## src/rtl/sw_pred_pkg.sv

```systemverilog
package sw_pred_pkg;
    typedef enum logic [0:0] {
        T_RUN  = 1'b0,
        T_WIPE = 1'b1
    } wipe_state_e;
endpackage

```

## src/rtl/sw_wipe_timer.sv

```systemverilog
module sw_wipe_timer
    import sw_pred_pkg::*;
#(
    parameter int INTERVAL = 16384
) (
    input  logic clk,
    input  logic rst_n,
    output logic wipe
);
    localparam int CNT_W = (INTERVAL > 2) ? $clog2(INTERVAL) : 1;
    localparam logic [CNT_W-1:0] LAST = CNT_W'(INTERVAL - 2);

    wipe_state_e      state_q, state_d;
    logic [CNT_W-1:0] cnt_q, cnt_d;

    // next-state and counter
    always_comb begin
        state_d = state_q;
        cnt_d   = cnt_q;
        unique case (state_q)
            T_RUN: begin
                if (cnt_q == LAST) begin
                    state_d = T_WIPE;      // RUN_TO_WIPE
                    cnt_d   = '0;
                end else begin
                    cnt_d = cnt_q + 1'b1;
                end
            end
            T_WIPE: begin
                state_d = T_RUN;           // WIPE_TO_RUN
                cnt_d   = '0;
            end
            default: begin
                state_d = T_RUN;
                cnt_d   = '0;
            end
        endcase
    end

    always_ff @(posedge clk or negedge rst_n) begin
        if (!rst_n) begin
            state_q <= T_RUN;
            cnt_q   <= '0;
        end else begin
            state_q <= state_d;
            cnt_q   <= cnt_d;
        end
    end

    // outputs
    always_comb begin
        unique case (state_q)
            T_WIPE:  wipe = 1'b1;
            default: wipe = 1'b0;
        endcase
    end


    run_to_wipe_chk: assert property (@(posedge clk) disable iff (!rst_n)
        (state_q == T_RUN && cnt_q == LAST) |=> (state_q == T_WIPE));


    wipe_to_run_chk: assert property (@(posedge clk) disable iff (!rst_n)
        (state_q == T_WIPE) |=> (state_q == T_RUN && cnt_q == '0 && !wipe));
endmodule

```

## src/rtl/sw_flag_table.sv

```systemverilog
module sw_flag_table #(
    parameter int IDX_W = 10
) (
    input  logic             clk,
    input  logic             rst_n,
    input  logic [IDX_W-1:0] rd_idx,
    output logic             rd_flag,
    input  logic             set_en,
    input  logic [IDX_W-1:0] set_idx,
    input  logic             wipe_en
);
    localparam int ENTRIES = 1 << IDX_W;

    logic [ENTRIES-1:0] flags;

    always_ff @(posedge clk or negedge rst_n) begin
        if (!rst_n) begin
            flags <= '0;
        end else if (wipe_en) begin
            flags <= '0;
        end else if (set_en) begin
            flags[set_idx] <= 1'b1;
        end
    end

    assign rd_flag = flags[rd_idx];


    set_visible_chk: assert property (@(posedge clk) disable iff (!rst_n)
        (set_en && !wipe_en) |=> flags[$past(set_idx)]);


    wipe_all_chk: assert property (@(posedge clk) disable iff (!rst_n)
        wipe_en |=> (flags == '0));


    idle_hold_chk: assert property (@(posedge clk) disable iff (!rst_n)
        (!set_en && !wipe_en) |=> $stable(flags));
endmodule

```

## src/rtl/sw_issue_gate.sv

```systemverilog
module sw_issue_gate (
    input  logic clk,
    input  logic rst_n,
    input  logic wait_bit,
    input  logic store_pending,
    output logic may_issue
);
    always_comb begin
        may_issue = 1'b1;
        if (wait_bit && store_pending) begin
            may_issue = 1'b0;
        end
    end


    flagged_hold_chk: assert property (@(posedge clk) disable iff (!rst_n)
        (wait_bit && store_pending) |-> !may_issue);


    unflagged_free_chk: assert property (@(posedge clk) disable iff (!rst_n)
        !wait_bit |-> may_issue);
endmodule

```

## src/rtl/stwait_predictor.sv

```systemverilog
module stwait_predictor #(
    parameter int PC_W           = 32,
    parameter int IDX_W          = 10,
    parameter int IDX_LSB        = 2,
    parameter int CLEAR_INTERVAL = 16384
) (
    input  logic            clk,
    input  logic            rst_n,
    input  logic [PC_W-1:0] fetch_pc,
    output logic            fetch_wait,
    input  logic            viol_valid,
    input  logic [PC_W-1:0] viol_pc,
    input  logic            iq_wait,
    input  logic            iq_older_store,
    output logic            iq_may_issue
);
    logic [IDX_W-1:0] fetch_idx;
    logic [IDX_W-1:0] viol_idx;
    logic             wipe;

    assign fetch_idx = fetch_pc[IDX_LSB +: IDX_W];
    assign viol_idx  = viol_pc[IDX_LSB +: IDX_W];

    sw_wipe_timer #(.INTERVAL(CLEAR_INTERVAL)) u_timer (
        .clk   (clk),
        .rst_n (rst_n),
        .wipe  (wipe)
    );

    sw_flag_table #(.IDX_W(IDX_W)) u_table (
        .clk     (clk),
        .rst_n   (rst_n),
        .rd_idx  (fetch_idx),
        .rd_flag (fetch_wait),
        .set_en  (viol_valid),
        .set_idx (viol_idx),
        .wipe_en (wipe)
    );

    sw_issue_gate u_gate (
        .clk           (clk),
        .rst_n         (rst_n),
        .wait_bit      (iq_wait),
        .store_pending (iq_older_store),
        .may_issue     (iq_may_issue)
    );


    read_old_chk: assert property (@(posedge clk) disable iff (!rst_n)
        (viol_valid && !wipe && fetch_idx == viol_idx && !fetch_wait)
        |=> ($past(fetch_pc) != fetch_pc) || fetch_wait);
endmodule

```

## config.mk

```make
export PLATFORM = sky130hd
export DESIGN_NAME = stwait_predictor
export DESIGN_NICKNAME = d
export VERILOG_FILES = /design/src/rtl/sw_pred_pkg.sv /design/src/rtl/sw_wipe_timer.sv /design/src/rtl/sw_flag_table.sv /design/src/rtl/sw_issue_gate.sv /design/src/rtl/stwait_predictor.sv
export SDC_FILE = /design/constraint.sdc
export NUM_CORES = 2
export LEC_CHECK = 0
export BUFFER_PORTS_ARGS = -buffer_cell sky130_fd_sc_hd__buf_2
export CORE_MARGIN = 5
export CORE_UTILIZATION = 57
export CTS_CLUSTER_DIAMETER = 40
export DETAILED_ROUTE_END_ITERATION = 8
export MAX_ROUTING_LAYER = met4
export PLACE_DENSITY_LB_ADDON = 0.2
export SYNTH_ARGS = -nofsm -noshare
export SYNTH_HDL_FRONTEND = slang
export SYNTH_HIERARCHICAL = 1
export SYNTH_SLANG_ARGS = --single-unit
```

## constraint.sdc

```tcl
create_clock -name clk -period 4.3 [get_ports clk]
set_input_delay 0.86 -clock clk [delete_from_list [all_inputs] [get_ports clk]]
set_output_delay 0.86 -clock clk [all_outputs]
set_load 0.02 [all_outputs]
```

== Word level (Yosys, flattened, before mapping) ==
Index checks and enable logic that the tools add are counted.
Storage, ports and cells
  bits in registers: 1039
  bits of input ports: 69
  output and inout bits: 2
  logic and storage cells: 25
Cells by class
  add/sub/neg operators: 1
  magnitude comparators: 3
  equal/unequal tests: 1
  mux-type cells: 12
  bitwise operators: 2
  reductions and logical operators: 3
Operator list (number)
  two-way mux 1024 bit: 2
  OR 1024 bit: 1
  case mux 14 bit (2 select lines): 1
  < comparator 10 x 11 -> 1 bit (second input constant): 2
  adder 14 x 1 -> 14 bit (second input constant): 1
  equality test 14 bit (second input constant): 1
  two-way mux 14 bit: 1
  binary-select mux 1 bit (select 10 bit): 1
  demux 1 bit (select 10 bit): 1
  >= comparator 10 x 1 -> 1 bit (second input constant): 1
  two-way mux 1 bit: 5
  logical AND 1 bit: 2
  case mux 1 bit (2 select lines): 1
  nonzero test 2 bit: 1
  NOT 1 bit: 1

== Longest topological paths before layout ==
  depth in word-level cells: 7
  gate-level depth with buffers: 13
  depth with buffers taken out: 8

== By module ==
Netlist, hierarchy kept.
Modules (own cells, without submodules)
  sw_flag_table: times used 1, cells an instance 4192, area an instance 44826.7 um2, seq. area each 25624.6 um2
  sw_wipe_timer: times used 1, cells an instance 70, area an instance 724.4 um2, seq. area each 375.4 um2
  sw_issue_gate: times used 1, cells an instance 1, area an instance 3.8 um2, seq. area each 0.0 um2

== Worst setup path after synthesis ==
No wires, ideal clock.
  path kind: input to output
  from: input port fetch_pc[3]
  to: output port fetch_wait
  arrival: 3.472 ns
  required time: 3.440 ns
  setup slack: -0.032 ns
  stages on the path: 10
  buffers on the path: 3
  cell sequence: buf_2 > buf_2 > buf_1 > mux4_2 > mux4_2 > a22oi_1 > nand3_1 > o21ai_1 > nor3_1 > or4_1
Between the ends
  longest elaborated chain between the ends: 2
Ends and longest elaborated chain
  from (decl): line stwait_predictor.sv:9  | input logic [PC_W-1:0] fetch_pc,
  binary-select mux 1 bit (select 10 bit): line sw_flag_table.sv:26  | assign rd_flag = flags[rd_idx];
  two-way mux 1 bit (not written as such): line sw_flag_table.sv:26
  to (decl): line stwait_predictor.sv:10  | output logic fetch_wait,
No other way between the ends. The select of a mux whose other input is x is not followed.

== Final worst setup path ==
  from: input port fetch_pc[4]
  to: output port fetch_wait
Same word-level chain as after synthesis.

==> run summary <==
The first detailed-routing pass ran for 6 iterations. The clock group share of total power came out at 51.0%. The number of failing setup endpoints in the final timing report is 1. The final-stage net count came out at 4,388.

The chip width came out at slightly below 300 microns. The worst setup path is of the in2out kind. When the netlist entered floorplanning its net count stood at 4,334. The hold-fix buffer count after cts came out at 0. The launch point of the worst reg-to-reg path is u_timer/state_q. The async set or reset register ratio after synthesis is 100%. The tree is rooted in a clkbuf_16. The largest area contributor in the synthesized netlist is dfrtp_1.

The sequential share of power came out at 42.7%. The run finished, with violations left. The actual slew at the worst max-slew pin is 1170 ps. The ratio of final minimum period to clock period came out at 106%. The number of global-route vias before repair came out at 35,300. The count of input and output buffers came out at 26. The final layout contains routed wiring with a total length of 145,000 microns. Sorting the synthesized cells by how often they occur yields nor2_1, a21oi_1, dfrtp_1. Counting flops with a built-in enable in the synthesized netlist gives 0.

The CTS H-tree depth came out at 4. After detailed routing, the number of remaining DRC violations is 0. The flip-flop cell with the highest count after synthesis is dfrtp_1. The placeable core area came out at 0.0791 sq mm. Dividing the detail-routed wire length by the instance count gives 26.4 microns.

The mean instance size in the synthesized netlist came out at 10.7 sq um. The maximum net fanout on the critical path is 8. Based on the critical path, the design can be clocked at up to 220 MHz. The total die area came out at 0.0857 sq mm. The sequential cell area fraction in the yosys report is 57.1%. The number of buffers inserted during clock tree synthesis is 137.

The timing startpoint of the critical path is fetch_pc[4]. The layout overhead on the synthesized area came out at 17.8%. Clock skew on the completed layout was measured at 15.7 ps. Yosys printed 6 warnings. The final reports fail on setup timing. The height of the die came out at about 300 microns. The tightest min-delay check is of the in2async type. The number of flip-flops and latches in the synthesized netlist came out at 1,039. The number of distinct library cells after synthesis is 57. The cell count of the worst reg-to-reg path came out at 2. Counting every instance in the synthesized netlist gives 4,263. The global-route congestion overflow total came out at 0. Summed over all cells, the static leakage comes to between 0.02 and 0.03 uW. Counting every sink on the clock net gives 1,039. The overall fraction of global-route tracks in use is 34.6%. The worst setup path is captured at an output pin.

The register clock-pin slew on the reported worst setup and hold paths came out at roughly 50 ps. The number of cells after detailed placement came out at 5,219. The startpoint class of the critical path is a primary input. Yosys attributes the largest share of cell area to dfrtp_1, a21oi_1, mux4_2. The total internal power is approximately 18,000 uW.

The count of nets left with antenna violations once routing finished came out at 0. The maximum number of buffers from clock root to sink is 3. The first-pass GRT wire length is around 220,000 microns. The number of antenna violations at the first check in global routing came out at 1. The routed via count divided by cell count is ~6.5. The routed layout has around 36,000 vias.

Setup repair after global routing could not meet its margin everywhere. The endpoint of the most critical setup path is fetch_wait. The tool flagged a number of max-cap violations equal to 0. The post-synthesis cell area is 0.0456 sq mm.

The post-route minimum period is roughly 4500 ps. The register-to-register setup slack is 2200 ps. In this run the biggest area consumer among cell types represents 57.1% of the synthesized area. The dominant cell by count in the synthesized netlist is nor2_1. TritonCTS built the clock tree. For this configuration, the core starts out at a cell density of 57.6%. The end-of-flow core utilization is between 60% and 70%. The analysis attributes to net switching a power of 5550 uW. The number of cell rows came out at 103. Entering global routing, the biggest net connects 159 pins. Setup total negative slack on the finished layout was measured at -239 ps. The post-route non-filler standard cell count came out at about 5,500. The violation count after the first detailed-routing iteration came out at 4,761. The routability congestion estimate came out at 0.889. The worst reg2reg path endpoint is u_table/flags[741]. The count of endpoints failing hold in the final timing report is 0.

The final max-slew violation count came out at 0. The post-route total power is 23,900 uW. The worst endpoint required time came out at around 3400 ps. The total I/O pin count came out at 71. The insertion delay of the later-clocked pin in the worst-skew pair is a little over 700 ps. The combinational cell fraction of total power came out at 6.3%. The estimated wirelength of the detail-placed design is 81,700 microns. The arrival time of the worst setup path is 3680 ps.

The minimum setup slack in the final design is -239 ps. The worst pin sits at a relative slew slack of 22.3%. The largest voltage drop on the vdd net is 0.399 mV. Net switching is a little under a quarter of the power.

The ratio of cells with drive above 1 in the final layout is between 10% and 20%. The power density over the cells is 445 mW/mm^2.
## metal layers
metal	up-vias	GRT usage (%)	part of all wire [%]
met4	0	18.2	6.4
met1	18000	45.1	37
met2	2105	51.9	46
li1	15000	-	-
met5	-	-	0
met3	594	7.24	10
## placed cells by master (no fill, tap or decap), drive strengths merged, types with 4 or more instances in the layout
cell | netlist | routed
clkinvlp | 0 | 10
a2111oi | 4 | 4
nand3 | 17 | 17
nand2b | 8 | 8
mux2 | 5 | 5
nor4 | 8 | 8
and3 | 5 | 5
nor2b | 6 | 6
nand3b | 10 | 10
nand4 | 4 | 4
nor2 | 1129 | 1129
or3 | 4 | 4
a22oi | 16 | 16
a311oi | 4 | 4
o21ai | 25 | 25
nor3 | 26 | 26
mux2i | 98 | 98
nand2 | 45 | 45
a21oi | 1052 | 1052
clkbuf | 324 | 176
buf | 83 | 320
bufinv | 0 | 21
o22ai | 18 | 18
mux4 | 235 | 235
a211oi | 8 | 8
xnor2 | 10 | 10
o221ai | 38 | 38
dfrtp | 1039 | 1039
inv | 10 | 22
clkinv | 0 | 32
## repair_timing
action,in CTS,in global routing
setup endpoints to repair,1,1
setup buffers,4,3
gates cloned,3,0
pin swaps,9,7
gates resized for setup,34,19
## cell type report
| cell class | count | area [sq um] |
|---|---|---|
| multi-input cells | 2807 | 18200 |
| fillers | 5739 | 25500 |
| clock inverters | 75 | 1060 |
| inverters | 10 | 37.5 |
| diodes | 1 | 2.50 |
| repair buffers | 322 | 3190 |
| well taps | 1050 | 1310 |
| flip-flops and latches | 1039 | 26000 |
| clock buffers | 175 | 3870 |
## metrics by stage
step | area [sq um] | hold slack [ps] | setup WS (ps)
3_3_place_gp | 48400 | 469 | -740
5_1_grt | 53700 | 191 | -268
4_1_cts | 53600 | 177 | -252
3_5_place_dp | 48400 | 475 | -740
6_report | 53700 | 156 | -239
2_1_floorplan | 45600 | 416 | 43.5
## logic make-up after synthesis
kind of cell | share of synthesized area (%)
compound gates | 13.6
xor+xnor | 0.231
fa+ha+maj | 0.0549
buf+inv | 4.00
flops | 57.1
mux | 14.0
simple gates | 11.1
## sequential cells by signal (all words and copies together), names as in the netlist
signal and cells:
u_timer/state_q 1, u_timer/cnt_q 14, u_table/flags 1024
## power by group through the flow
stage / clock [uW] / sequential, uW / combinational [uW]
floorplan: 0 / 10300 / 750
detailed placement: 0 / 10300 / 1440
CTS: 12300 / 10200 / 1490
global route: 12700 / 10200 / 1620
global placement: 0 / 10300 / 1410
finish: 12200 / 10200 / 1510
## how the worst min path moves through the flow
stage	startpoint	end
CTS	rst_n	u_table/flags[972]
floorplan	u_timer/state_q	u_timer/state_q
finish	rst_n	u_table/flags[972]
global route	rst_n	u_table/flags[972]
detailed placement	u_table/flags[793]	u_table/flags[793]
global placement	u_table/flags[752]	u_table/flags[752]
## critical path: stages
cell	delay [ps]
clkbuf_4	230
nand2b_1	80
buf_4	180
buf_4	170
buf_4	170
o221ai_1	310
o22ai_1	140
nor2_1	190
o221ai_2	250
a32o_2	360
a2111oi_1	370
or4_4	230
buf_6	120
Note: power is estimated with default switching activity, not from simulation.
